===== src/rtl/keystore_pkg.sv =====
package keystore_pkg;
  localparam int KS_SLOTS     = 8;
  localparam int KS_WORD_W    = 32;
  localparam int KS_MAX_WORDS = 8;
  localparam int KS_SLOT_W    = $clog2(KS_SLOTS);
  localparam int KS_CNT_W     = $clog2(KS_MAX_WORDS);
  localparam int KS_FLAGS     = 3;

  typedef enum logic [1:0] {
    KSZ_128  = 2'd0,
    KSZ_192  = 2'd1,
    KSZ_256  = 2'd2,
    KSZ_RSVD = 2'd3
  } keySize_e;

  // strobes from control to datapath
  typedef struct packed {
    logic                 ramWe;
    logic [KS_SLOT_W-1:0] ramSlot;
    logic [KS_CNT_W-1:0]  ramWord;
    logic                 ramZero;
    logic [KS_SLOTS-1:0]  setMask;
    logic [KS_SLOTS-1:0]  clrMask;
    logic                 clrAll;
    logic [KS_SLOT_W-1:0] rdSlot;
    logic [KS_CNT_W-1:0]  rdWord;
  } ksStrobe_t;

  // index of the final word of a key of the given size
  function automatic logic [KS_CNT_W-1:0] lastIdx(keySize_e s);
    return (s == KSZ_128) ? KS_CNT_W'(KS_MAX_WORDS / 2 - 1) : KS_CNT_W'(KS_MAX_WORDS - 1);
  endfunction
endpackage


===== src/rtl/ks_datapath.sv =====
module ks_datapath
  import keystore_pkg::*;
(
  input  logic                 clk,
  input  logic                 rstN,
  input  ksStrobe_t            stb,
  input  logic [KS_WORD_W-1:0] wrData,
  output logic [KS_SLOTS-1:0]  validMap,
  output logic [KS_WORD_W-1:0] rdData
);
  logic [KS_WORD_W-1:0] keyRam [KS_SLOTS][KS_MAX_WORDS];

  always_ff @(posedge clk) begin
    if (stb.ramWe) keyRam[stb.ramSlot][stb.ramWord] <= stb.ramZero ? '0 : wrData;
  end

  // per-slot valid bit: clears win over a completion
  for (genvar g = 0; g < KS_SLOTS; g++) begin : gValid
    always_ff @(posedge clk) begin
      if (!rstN)                             validMap[g] <= 1'b0;
      else if (stb.clrAll || stb.clrMask[g]) validMap[g] <= 1'b0;
      else if (stb.setMask[g])               validMap[g] <= 1'b1;
    end
  end

  assign rdData = keyRam[stb.rdSlot][stb.rdWord];
endmodule


===== src/rtl/ks_ctrl.sv =====
module ks_ctrl
  import keystore_pkg::*;
(
  input  logic                 clk,
  input  logic                 rstN,
  input  logic                 keySizeWe,
  input  logic [1:0]           keySizeIn,
  input  logic                 wrAreaWe,
  input  logic [KS_SLOTS-1:0]  wrArea,
  input  logic                 inValid,
  input  logic                 inLast,
  input  logic                 invalidateWe,
  input  logic [KS_SLOT_W-1:0] invalidateIdx,
  input  logic                 rdStartWe,
  input  logic [KS_SLOT_W-1:0] rdIdx,
  input  logic [KS_FLAGS-1:0]  flagClr,
  input  logic [KS_SLOTS-1:0]  validMap,
  output ksStrobe_t            stb,
  output logic [1:0]           keySize,
  output logic                 rdBusy,
  output logic                 coreKeyWe,
  output logic [KS_CNT_W-1:0]  coreKeyIdx,
  output logic                 wrErr,
  output logic                 rdErr,
  output logic                 resultAvail
);
  keySize_e             sizeQ;
  logic                 wrActive;
  logic [KS_SLOT_W-1:0] wrSlot, rdSlot, selIdx;
  logic [KS_CNT_W-1:0]  wrCnt, rdCnt, rdLast, wrLast;
  logic                 selOk, wordAcc, wordOrphan, cntAtLast, goodEnd, badEnd;
  logic                 rdOk, rdBad;

  always_comb begin
    selIdx = '0;
    for (int i = 0; i < KS_SLOTS; i++) if (wrArea[i]) selIdx = KS_SLOT_W'(i);
  end

  assign selOk      = $onehot(wrArea);
  assign wrLast     = lastIdx(sizeQ);
  assign wordAcc    = inValid && wrActive && !wrAreaWe && !keySizeWe;
  assign wordOrphan = inValid && !wrActive && !wrAreaWe && !keySizeWe;
  assign cntAtLast  = (wrCnt == wrLast);
  assign goodEnd    = wordAcc && inLast && cntAtLast;
  assign badEnd     = wordAcc && (inLast != cntAtLast);
  assign rdOk       = rdStartWe && !rdBusy && validMap[rdIdx];
  assign rdBad      = rdStartWe && !rdBusy && !validMap[rdIdx];

  always_comb begin
    stb         = '0;
    stb.ramWe   = wordAcc;
    stb.ramSlot = wrSlot;
    stb.ramWord = wrCnt;
    stb.ramZero = (sizeQ == KSZ_192) && (wrCnt >= KS_CNT_W'(KS_MAX_WORDS - 2));
    stb.setMask = goodEnd ? (KS_SLOTS'(1) << wrSlot) : '0;
    stb.clrMask = (invalidateWe ? (KS_SLOTS'(1) << invalidateIdx) : '0)
                | ((wrAreaWe && selOk) ? wrArea : '0);
    stb.clrAll  = keySizeWe;
    stb.rdSlot  = rdSlot;
    stb.rdWord  = rdCnt;
  end

  always_ff @(posedge clk) begin
    if (!rstN) begin
      sizeQ       <= KSZ_128;
      wrActive    <= 1'b0;
      wrSlot      <= '0;
      wrCnt       <= '0;
      rdBusy      <= 1'b0;
      rdSlot      <= '0;
      rdCnt       <= '0;
      rdLast      <= '0;
      wrErr       <= 1'b0;
      rdErr       <= 1'b0;
      resultAvail <= 1'b0;
    end else begin
      if (keySizeWe) sizeQ <= keySize_e'(keySizeIn);

      if (keySizeWe) begin
        wrActive <= 1'b0;
      end else if (wrAreaWe) begin
        wrActive <= selOk;
        wrSlot   <= selIdx;
        wrCnt    <= '0;
      end else if (wordAcc) begin
        if (inLast || cntAtLast) wrActive <= 1'b0;
        wrCnt <= wrCnt + 1'b1;
      end

      if (rdBusy) begin
        rdCnt <= rdCnt + 1'b1;
        if (rdCnt == rdLast) rdBusy <= 1'b0;
      end else if (rdOk) begin
        rdBusy <= 1'b1;
        rdSlot <= rdIdx;
        rdCnt  <= '0;
        rdLast <= lastIdx(sizeQ);
      end

      wrErr       <= (wrErr & ~flagClr[0]) | badEnd | wordOrphan;
      rdErr       <= (rdErr & ~flagClr[1]) | rdBad;
      resultAvail <= (resultAvail & ~flagClr[2]) | goodEnd;
    end
  end

  assign keySize    = sizeQ;
  assign coreKeyWe  = rdBusy;
  assign coreKeyIdx = rdCnt;
endmodule


===== src/rtl/keystore_top.sv =====
module keystore_top
  import keystore_pkg::*;
(
  input  logic                 clk,
  input  logic                 rstN,
  input  logic                 keySizeWe,
  input  logic [1:0]           keySizeIn,
  input  logic                 wrAreaWe,
  input  logic [KS_SLOTS-1:0]  wrArea,
  input  logic                 inValid,
  input  logic [KS_WORD_W-1:0] inData,
  input  logic                 inLast,
  input  logic                 invalidateWe,
  input  logic [KS_SLOT_W-1:0] invalidateIdx,
  input  logic                 rdStartWe,
  input  logic [KS_SLOT_W-1:0] rdIdx,
  input  logic [KS_FLAGS-1:0]  flagClr,
  output logic [KS_SLOTS-1:0]  validMap,
  output logic [1:0]           keySize,
  output logic                 rdBusy,
  output logic                 coreKeyWe,
  output logic [KS_CNT_W-1:0]  coreKeyIdx,
  output logic [KS_WORD_W-1:0] coreKeyData,
  output logic                 wrErr,
  output logic                 rdErr,
  output logic                 resultAvail
);
  ksStrobe_t stb;

  ks_ctrl ctrl_i (
    .clk(clk), .rstN(rstN), .keySizeWe(keySizeWe), .keySizeIn(keySizeIn),
    .wrAreaWe(wrAreaWe), .wrArea(wrArea), .inValid(inValid), .inLast(inLast),
    .invalidateWe(invalidateWe), .invalidateIdx(invalidateIdx),
    .rdStartWe(rdStartWe), .rdIdx(rdIdx), .flagClr(flagClr), .validMap(validMap),
    .stb(stb), .keySize(keySize), .rdBusy(rdBusy), .coreKeyWe(coreKeyWe),
    .coreKeyIdx(coreKeyIdx), .wrErr(wrErr), .rdErr(rdErr), .resultAvail(resultAvail)
  );

  ks_datapath dp_i (
    .clk(clk), .rstN(rstN), .stb(stb), .wrData(inData),
    .validMap(validMap), .rdData(coreKeyData)
  );
endmodule


===== config.mk =====
export PLATFORM = sky130hd
export DESIGN_NAME = keystore_top
export DESIGN_NICKNAME = d
export VERILOG_FILES = /design/src/rtl/keystore_pkg.sv /design/src/rtl/ks_datapath.sv /design/src/rtl/ks_ctrl.sv /design/src/rtl/keystore_top.sv
export SDC_FILE = /design/constraint.sdc
export NUM_CORES = 2
export LEC_CHECK = 0
export BUFFER_PORTS_ARGS = -buffer_cell sky130_fd_sc_hd__buf_4
export CAP_MARGIN = 20
export CORE_UTILIZATION = 43
export CTS_BUF_LIST = sky130_fd_sc_hd__clkbuf_8
export CTS_CLUSTER_SIZE = 28
export DETAILED_ROUTE_END_ITERATION = 10
export PLACE_DENSITY = 0.54
export SYNTH_ARGS = -nofsm -noshare
export SYNTH_HDL_FRONTEND = slang
export SYNTH_HIERARCHICAL = 1
export SYNTH_SLANG_ARGS = --single-unit

===== constraint.sdc =====
create_clock -name clk -period 9.3 [get_ports clk]
set_input_delay 1.395 -clock clk [delete_from_list [all_inputs] [get_ports clk]]
set_output_delay 1.395 -clock clk [all_outputs]
set_load 0.02 [all_outputs]

==> results by group <==
Synth
  • Number of warnings printed during yosys synthesis: 6
  • Library cells used by synthesis: 64
  • Most common flop cell mapped by yosys: sky130_fd_sc_hd__edfxtp_1
  • Share of the yosys chip area belonging to registers: 0.776
  • Post-Synthesis Net Count: between 3000 and 4000
  • Post-synth EDFFs: approximately 2000
  • Average instance area after synthesis: roughly 22 um2
  • Share of synthesized registers carrying an async set or reset: 0
  • Cells after Synth: 3645
  • Post-Synthesis Cell Area: about 0.080 mm2
  • Number of flip-flops and latches in the synthesized netlist: between 2000 and 2500

STA
  • Min setup slack post-route: roughly 2800 ps
  • Max-slew violation count: 0
  • Endpoints failing setup: 0
  • Unrepaired setup endpoints after global routing: false
  • Final cycle utilization of the critical path: 0.695
  • Period minus WS final: between 6000 and 7000 ps
  • Fin Hold WS: around 470 ps
  • Highest clock rate: around 150 MHz
  • Skew final: roughly 50 ps
  • Transition time at the pin with the least slew margin: 1190 ps
  • Final-report hold violation count: 0
  • Accumulated negative setup slack: 0 ps
  • Max-slew headroom at the worst pin: 0.210

Place
  • Placement Setup Slack: 3770 ps
  • Detailed-placement wirelength estimate: between 100000 and 150000 um
  • Number of I/O port buffers: between 100 and 150
  • Routability-driven placement congestion ratio: about 0.8

Global route
  • Vias in the first global route: 41000
  • Global-route wire length before repair: between 300000 and 400000 um
  • Number of antenna violations at the first check in global routing: 12
  • Pin count of the biggest net entering global routing: a little under 100
  • Gr ovfl total: 0
  • All-Layer GR Usage: 0.249

Worst setup path
  • Category of the critical setup timing path: flop to output port
  • Kind of capture point of the worst setup path: output port
  • Req. time, crit path: around 7900 ps
  • Number of buffers and inverters on the critical path: 3
  • Signal arrival time at the worst endpoint: between 5000 and 6000 ps
  • Maximum fanout along the worst path: 40
  • Length in cells of the worst reg-to-reg path: 5
  • Critical Path, Cell by Cell: buf_4 > nand2b_1 > buf_4 > o221ai_1 > o21ai_0 > and3_1 > buf_4
  • Category of the worst setup path launch point: flop
  • Crit path max-delay cell type: sky130_fd_sc_hd__o21ai_0
  • Highest cell delay on the worst timing path: 870 ps
  • Most frequent CP cell: sky130_fd_sc_hd__buf_4
  • Family of cells with the greatest summed delay on the critical path: buffers and inverters
  • Logic depth of the worst path, buffers included: 7

Floorplanning
  • Cell Rows: 157
  • IO Pins: roughly 110
  • Core area: 0.184 mm2
  • Total Die Area: between 0.15 and 0.2 mm2
  • Die Y-Extent: about 430 um
  • Starting density of the core: 0.435
  • Horiz. Die Dim: between 400 and 500 um

Worst hold path
  • HP Class: flop to flop
  • Cell depth of the worst hold path: 2

Power and ir drop
  • Net Switching: approximately 4100 uW
  • Logic pwr share: 0.046
  • Sw Share: 0.226
  • Static Leak: about 0.028 uW
  • Cell-internal power: approximately 14000 uW
  • Clock power frac: 0.392
  • Part of the total power dissipated in sequential elements: 0.562
  • Overall power: around 18000 uW
  • Maximum resistive drop on vdd: roughly 0.17 mV
  • Total power per unit cell area: 203 mW/mm2

Final layout
  • Number of nets in the layout: just over 4000
  • Signed area change from the synthesized netlist to the final layout: 13.1%
  • Ratio of cells with drive above 1 in the final layout: 0.299
  • Most common cell after layout, fill and taps aside: sky130_fd_sc_hd__edfxtp_1
  • Highest-count cells in the layout ignoring fill and taps: 2048 x sky130_fd_sc_hd__edfxtp_1, 496 x sky130_fd_sc_hd__mux4_2, 357 x sky130_fd_sc_hd__clkbuf_8

CTS
  • Post-cts sizing count: 0
  • TritonCTS clock tree: yes
  • Clock sink total: slightly above 2000
  • Number of buffers added for setup after CTS: 0
  • Num CTS Buffers: approximately 360
  • CTS H-tree depth: 5
  • Maximum buffer depth of the clock tree: 4
  • Clock transition at path regs: 60 ps
  • Clock latency of the later-clocked register in the worst-skew pair: 1030 ps
  • Root Buffer Master: sky130_fd_sc_hd__clkbuf_8
  • Post-cts hold buffer count: 0

Route
  • Overall via count from detail_route: between 40000 and 50000
  • Via count normalized by instance count: approximately 6
  • Initial DRC Count: around 4500
  • Router iterations before antenna repair: 5
  • Post-route DRC: 0
  • Post-route ant nets: 0
  • Detailed-route wire length per cell: between 30 and 40 um
  • Final Routed Wirelength: ~230000 um

Run
  • Max-capacitance violation count: 0

Run status
  • Outcome: completed
power groups by stage:
stage | combinational [uW] | sequential [uW] | clock [uW]
2_1_floorplan | 524 | 10500 | 0
3_3_place_gp | 852 | 10500 | 0
3_5_place_dp | 857 | 10500 | 0
4_1_cts | 857 | 10300 | 7350
5_1_grt | 895 | 10300 | 7730
6_report | 848 | 10300 | 7190
cell families after synthesis:
group,Yosys count,share of synthesized area
simple gates,474,0.0307
mux,574,0.150
buf+inv,233,0.0169
compound gates,274,0.0250
fa+ha+maj,11,0.00209
xor+xnor,2,0.000219
flops,2077,0.776
stage by stage:
step	instance area [um2]	cells	utilization
final	90600	6739	0.492
after global routing	90600	6737	0.492
after CTS	90500	6736	0.492
after detailed placement	84600	6149	0.460
after global placement	84600	6149	0.460
after floorplan	80000	3645	-
cells in the mapped netlist, types with 44 or more instances:
master	number	area, um2
sky130_fd_sc_hd__o221ai_1	44	385
sky130_fd_sc_hd__nand2_1	82	308
sky130_fd_sc_hd__nor2_1	104	390
sky130_fd_sc_hd__buf_2	69	345
sky130_fd_sc_hd__clkbuf_1	68	255
sky130_fd_sc_hd__mux2i_1	66	661
sky130_fd_sc_hd__nand4_1	54	338
sky130_fd_sc_hd__a22oi_1	55	413
sky130_fd_sc_hd__o22ai_1	72	450
sky130_fd_sc_hd__edfxtp_1	2048	61500
sky130_fd_sc_hd__nand3_1	67	335
sky130_fd_sc_hd__nor2b_1	70	438
sky130_fd_sc_hd__mux4_2	496	11200
cell type report:
class,count,area (um2)
Sequential cell,2077,62100
Multi-Input combinational cell,1335,17400
Antenna cell,3,7.51
Clock inverter,230,1010
Fill cell,15000,93500
Clock buffer,357,4910
Tap cell,2464,3080
Timing Repair Buffer,252,1990
Inverter,21,80.1
worst paths after layout:
path	start	end	slack [ps]
setup reg to reg	ctrl_i/wrActive	dp_i/keyRam[6][12]	5800
setup / recovery	ctrl_i/rdSlot[2]	coreKeyData[4]	2830
hold / removal	ctrl_i/rdLast[2]	ctrl_i/rdLast[2]	470
hold reg to reg	ctrl_i/rdLast[2]	ctrl_i/rdLast[2]	470
flip-flops by register name, indices dropped and copies added (netlist names):
signal and count:
dp_i/keyRam 2048, ctrl_i/wrErr 1, ctrl_i/coreKeyWe 1, ctrl_i/rdSlot 3, ctrl_i/keySize 2, ctrl_i/wrSlot 3
ctrl_i/coreKeyIdx 3, ctrl_i/rdErr 1, ctrl_i/rdLast 2, ctrl_i/wrCnt 3, ctrl_i/resultAvail 1, dp_i/validMap 8
ctrl_i/wrActive 1
routing by layer:
metal | up-vias | GRT usage | part of all wire
met5 | - | 0 | 0.000056
met4 | 2 | 0.0809 | 0.030
met3 | 362 | 0.0397 | 0.064
met2 | 1678 | 0.409 | 0.50
met1 | 22200 | 0.341 | 0.41
li1 | 16300 | - | -
tightest hold or removal path: stages (launching register included):
cell,delay [ps]
sky130_fd_sc_hd__dfxtp_1,320
sky130_fd_sc_hd__nand2_1,60
sky130_fd_sc_hd__mux2i_1,50
Note: power is estimated with default switching activity, not from simulation.
